## src/rtl/excl_mon_target.sv

```systemverilog
module excl_mon_target #(
  parameter int DEPTH = 16,
  parameter int DW    = 32,
  parameter int NID   = 4,
  localparam int AW   = $clog2(DEPTH),
  localparam int IDW  = (NID > 1) ? $clog2(NID) : 1
) (
  input  logic           clk,
  input  logic           rst_n,
  input  logic           aw_valid,
  output logic           aw_ready,
  input  logic [IDW-1:0] aw_id,
  input  logic [AW-1:0]  aw_addr,
  input  logic           aw_excl,
  input  logic           w_valid,
  output logic           w_ready,
  input  logic [DW-1:0]  w_data,
  output logic           b_valid,
  input  logic           b_ready,
  output logic [IDW-1:0] b_id,
  output logic [1:0]     b_resp,
  input  logic           ar_valid,
  output logic           ar_ready,
  input  logic [IDW-1:0] ar_id,
  input  logic [AW-1:0]  ar_addr,
  input  logic           ar_excl,
  output logic           r_valid,
  input  logic           r_ready,
  output logic [IDW-1:0] r_id,
  output logic [DW-1:0]  r_data,
  output logic [1:0]     r_resp
);

  localparam logic [1:0] RESP_OK = 2'b00;
  localparam logic [1:0] RESP_EX = 2'b01;

  logic           aw_full, wd_full;
  logic [AW-1:0]  aw_a;
  logic [IDW-1:0] aw_i;
  logic           aw_x;
  logic [DW-1:0]  wd_q;

  logic [NID-1:0] res_v;
  logic [AW-1:0]  res_a [NID];
  logic [DW-1:0]  mem   [DEPTH];

  logic commit, pass, wr_en, rd_go;

  assign aw_ready = !aw_full;
  assign w_ready  = !wd_full;
  assign ar_ready = !r_valid;
  assign rd_go    = ar_valid && ar_ready;
  assign commit   = aw_full && wd_full && !b_valid;
  assign pass     = aw_x && res_v[aw_i] && (res_a[aw_i] == aw_a);
  assign wr_en    = commit && (!aw_x || pass);

  always_ff @(posedge clk) begin
    if (!rst_n) begin
      aw_full <= 1'b0;
      aw_a    <= '0;
      aw_i    <= '0;
      aw_x    <= 1'b0;
    end else if (commit) begin
      aw_full <= 1'b0;
    end else if (aw_valid && aw_ready) begin
      aw_full <= 1'b1;
      aw_a    <= aw_addr;
      aw_i    <= aw_id;
      aw_x    <= aw_excl;
    end
  end

  always_ff @(posedge clk) begin
    if (!rst_n) begin
      wd_full <= 1'b0;
      wd_q    <= '0;
    end else if (commit) begin
      wd_full <= 1'b0;
    end else if (w_valid && w_ready) begin
      wd_full <= 1'b1;
      wd_q    <= w_data;
    end
  end

  always_ff @(posedge clk) begin
    if (!rst_n) begin
      for (int k = 0; k < DEPTH; k++) mem[k] <= '0;
    end else if (wr_en) begin
      mem[aw_a] <= wd_q;
    end
  end

  always_ff @(posedge clk) begin
    if (!rst_n) begin
      res_v <= '0;
      for (int i = 0; i < NID; i++) res_a[i] <= '0;
    end else begin
      for (int i = 0; i < NID; i++) begin
        if (rd_go && ar_excl && ar_id == i[IDW-1:0]) begin
          res_v[i] <= 1'b1;
          res_a[i] <= ar_addr;
        end else if (wr_en && res_a[i] == aw_a) begin
          res_v[i] <= 1'b0;
        end
      end
    end
  end

  always_ff @(posedge clk) begin
    if (!rst_n) begin
      b_valid <= 1'b0;
      b_resp  <= RESP_OK;
      b_id    <= '0;
    end else if (commit) begin
      b_valid <= 1'b1;
      b_resp  <= pass ? RESP_EX : RESP_OK;
      b_id    <= aw_i;
    end else if (b_ready) begin
      b_valid <= 1'b0;
    end
  end

  always_ff @(posedge clk) begin
    if (!rst_n) begin
      r_valid <= 1'b0;
      r_data  <= '0;
      r_resp  <= RESP_OK;
      r_id    <= '0;
    end else if (rd_go) begin
      r_valid <= 1'b1;
      r_data  <= mem[ar_addr];
      r_resp  <= ar_excl ? RESP_EX : RESP_OK;
      r_id    <= ar_id;
    end else if (r_ready) begin
      r_valid <= 1'b0;
    end
  end

endmodule

```

## config.mk

```make
export PLATFORM = sky130hd
export DESIGN_NAME = excl_mon_target
export DESIGN_NICKNAME = d
export VERILOG_FILES = /design/src/rtl/excl_mon_target.sv
export SDC_FILE = /design/constraint.sdc
export NUM_CORES = 1
export LEC_CHECK = 0
export ABC_AREA = 1
export BUFFER_PORTS_ARGS = -buffer_cell sky130_fd_sc_hd__buf_2
export CORE_ASPECT_RATIO = 0.9
export CORE_UTILIZATION = 35
export DETAILED_ROUTE_END_ITERATION = 16
export PLACE_DENSITY = 0.58
export SLEW_MARGIN = 20
export SYNTH_ARGS = -nofsm -noshare
export SYNTH_HDL_FRONTEND = slang
export SYNTH_SLANG_ARGS = --single-unit
export TNS_END_PERCENT = 50
```

## constraint.sdc

```tcl
create_clock -name clk -period 2.86 [get_ports clk]
set_clock_uncertainty 0.15 [all_clocks]
set_input_delay 0.572 -clock clk [delete_from_list [all_inputs] [get_ports clk]]
set_output_delay 0.572 -clock clk [all_outputs]
set_load 0.01 [all_outputs]
```

==> impl_metrics.json <==
{
  "hold_buffers": 0,
  "r2r_end": "mem[13][15]$_SDFFCE_PN0P_",
  "period_needed_ns": 2.61,
  "core_um2": 76300,
  "cts_root_buf": "clkbuf_16",
  "power_density_nw_per_um2": 638,
  "worstMarginPinSlew_ns": 0.885,
  "die-height_um": 265,
  "fin_setup_tns_ns": 0,
  "cts_resized": 0,
  "grt-ovfl-total": 0,
  "cp-start-kind": "register",
  "worstPathArrival_ns": 2.80,
  "ant_nets": 0,
  "cp-end-kind": "register",
  "p_comb_share_pct": 9.3,
  "syn_area_um2": 27000,
  "switching_power_uw": 4770,
  "seqPwrFrac_pct": 52.7,
  "synth_top_area_cell": "edfxtp_1",
  "rsz0062_at_grt": "false",
  "hold_depth": 4,
  "die-area_um2": 78100,
  "ys_warn_count": 0,
  "drive_gt1_share_pct": 14.4,
  "min_from": "b_ready",
  "routed_wirelength_um": 76500,
  "io_buffers": 95,
  "worstPathRequired_ns": 3.06,
  "clk_pin_slew_worst_paths_ns": 0.06,
  "whs_endpoint": "b_valid$_SDFFE_PN0P_",
  "max_freq_mhz": 384,
  "ys_seq_area_share_pct": 65.3,
  "cts_tree": "built",
  "viasPerCell": 5.31,
  "rrSetupSlack_ns": 0.25,
  "synth_seq_cells": 615,
  "relSlewSlack_pct": 40.8,
  "fin_hold_ws_ns": 0.0556,
  "status": "completed",
  "route.detailed.drc": 0,
  "first_global_vias": 18700,
  "nets": 2626,
  "yosys.area.top_type_share_pct": 58.8,
  "hpwl_um": 46500,
  "p_leak_uw": 0.0109,
  "rows": 96,
  "synth.distinct_cells": 33,
  "drt_pass1_iterations": 5,
  "synthTopCellsByArea": "edfxtp_1, nor2_1, dfxtp_1",
  "start_util_pct": 35.3,
  "cts_setup_buffers": 0,
  "gr-usage-all-layers_pct": 19.6,
  "clock_path_buffers": 3,
  "fin_cells": 3649,
  "placed_cells": 3542,
  "drv_cap": 0,
  "slew_violations": 0,
  "gp_congestion": 0.850,
  "fin_crit_sh_pct": 91.1,
  "switching_share_pct": 24.6,
  "syn_inst": 2543,
  "h-tree-depth": 2,
  "syn_to_final_growth_pct": 12.7,
  "power_frac_clock_pct": 38.1,
  "vias": 19400,
  "antenna_cells": 0,
  "wl_per_cell_um": 21.0,
  "clock-sinks": 615,
  "synth_area_per_cell_um2": 10.6,
  "io_pins": 98,
  "grt_pass1_wl_um": 116000,
  "crit_fanout": 32,
  "hold_path_class": "in2reg",
  "clock_latency_ns": 0.62,
  "drt-initial-drc-count": 1823,
  "power.internal_uw": 14600,
  "die_w_um": 295,
  "rr_worst_depth": 13,
  "cts_buffers": 58,
  "path_class": "reg2reg",
  "grt_antenna_before_repair": 0,
  "finalSetupViolations": 0,
  "hold_viol_final": 0,
  "grt_max_degree": 112,
  "irDropWorstVdd_v": 0.000488
}
[critical path: stages, from the launching register on]
cell,delay (ns)
dfxtp_1,0.56
inv_6,0.07
nand2_1,0.07
nand3_1,0.07
nand2_1,0.10
nand2_1,0.06
nand2_1,0.08
nor2_1,0.05
nand3_2,0.10
nand2_4,0.17
buf_4,0.22
nand4_4,0.07
buf_4,0.47
nor2_1,0.08
[sequential cells by signal, indices dropped and copies added (netlist names), named ones only]
name / count
res_a: 16
aw_a: 4
r_resp: 1
wd_full: 1
wd_q: 32
aw_full: 1
res_v: 4
mem: 512
r_data: 32
r_id: 2
b_valid: 1
aw_i: 2
b_id: 2
r_valid: 1
b_resp: 1
aw_x: 1
[through the flow]
step	util [%]	setup WS (ns)	area, um2	power [uW]
floorplan	-	0.107	27000	11400
global placement	37.5	0.251	28600	12200
detailed placement	37.5	0.257	28600	12200
CTS	39.8	0.289	30400	19500
global route	39.8	0.0115	30400	20000
finish	39.8	0.255	30400	19400
[per-layer routing]
layer / global-route usage [%] / vias up / routed length, um
met5: 0 / - / 0
li1: - / 8896 / -
met2: 31.2 / 765 / 35000
met1: 27.0 / 9581 / 33500
met4: 6.33 / 0 / 2190
met3: 3.58 / 125 / 5800
[synthesized netlist by cell type, drive strengths merged]
| master | n |
|---|---|
| a21oi | 47 |
| buf | 74 |
| clkbuf | 146 |
| clkinv | 36 |
| conb | 1 |
| dfxtp | 87 |
| edfxtp | 528 |
| inv | 55 |
| nand2 | 99 |
| nand3 | 85 |
| nand4 | 16 |
| nor2 | 882 |
| nor3 | 4 |
| nor4 | 4 |
| o211ai | 15 |
| o21a | 1 |
| o21ai | 315 |
| o221ai | 98 |
| o22ai | 30 |
| or2 | 4 |
| xor2 | 16 |
[kinds of logic (layout without fill, tap and decap cells)]
group,count (synthesis),in the layout,share of synthesized area (%)
simple gates,1094,1094,17.4
flops,615,615,65.3
compound gates,506,506,11.0
buf+inv,311,387,5.70
xor+xnor,16,16,0.520
other cells,1,2,0.0139
[how the worst max path moves through the flow]
| stage | endpoint | from | slack [ns] |
|---|---|---|---|
| after floorplan | mem[1][0]$_SDFFCE_PN0P_ | register | 0.11 |
| after global placement | r_data[29]$_SDFFE_PN0P_ | ar_addr[1] | 0.25 |
| after detailed placement | r_data[29]$_SDFFE_PN0P_ | ar_addr[1] | 0.26 |
| after CTS | mem[13][0]$_SDFFCE_PN0P_ | register | 0.29 |
| after global routing | mem[10][19]$_SDFFCE_PN0P_ | register | 0.01 |
| final | mem[13][15]$_SDFFCE_PN0P_ | register | 0.25 |
[cells in the final DEF, fill, tap and decap left out, types with 17 or more instances in the layout]
cell,instances
edfxtp_1,528
clkbuf_1,20
buf_2,92
nor2_1,814
nor2_2,68
o221ai_1,98
nand2_1,81
nand3_1,84
o22ai_1,30
buf_4,72
inv_1,51
a21oi_1,47
o21ai_0,312
nand2_2,17
clkinv_1,45
dfxtp_1,87
buf_12,24
clkbuf_16,60
[layout make-up]
type	instances	area, um2
clock buffer	85	1650
fill	7310	45900
timing repair buffer	189	1490
multi-input combinational	1618	7870
tap	1029	1290
inverter	91	353
sequential	615	17600
clock inverter	22	130
[power groups by stage]
stage	clock, uW	sequential (uW)	combinational, uW
floorplan	0	10400	1050
global placement	0	10400	1780
detailed placement	0	10400	1790
CTS	7510	10200	1800
global route	7850	10200	1960
finish	7380	10200	1800
No activity file was read; power rests on OpenSTA's default activity.
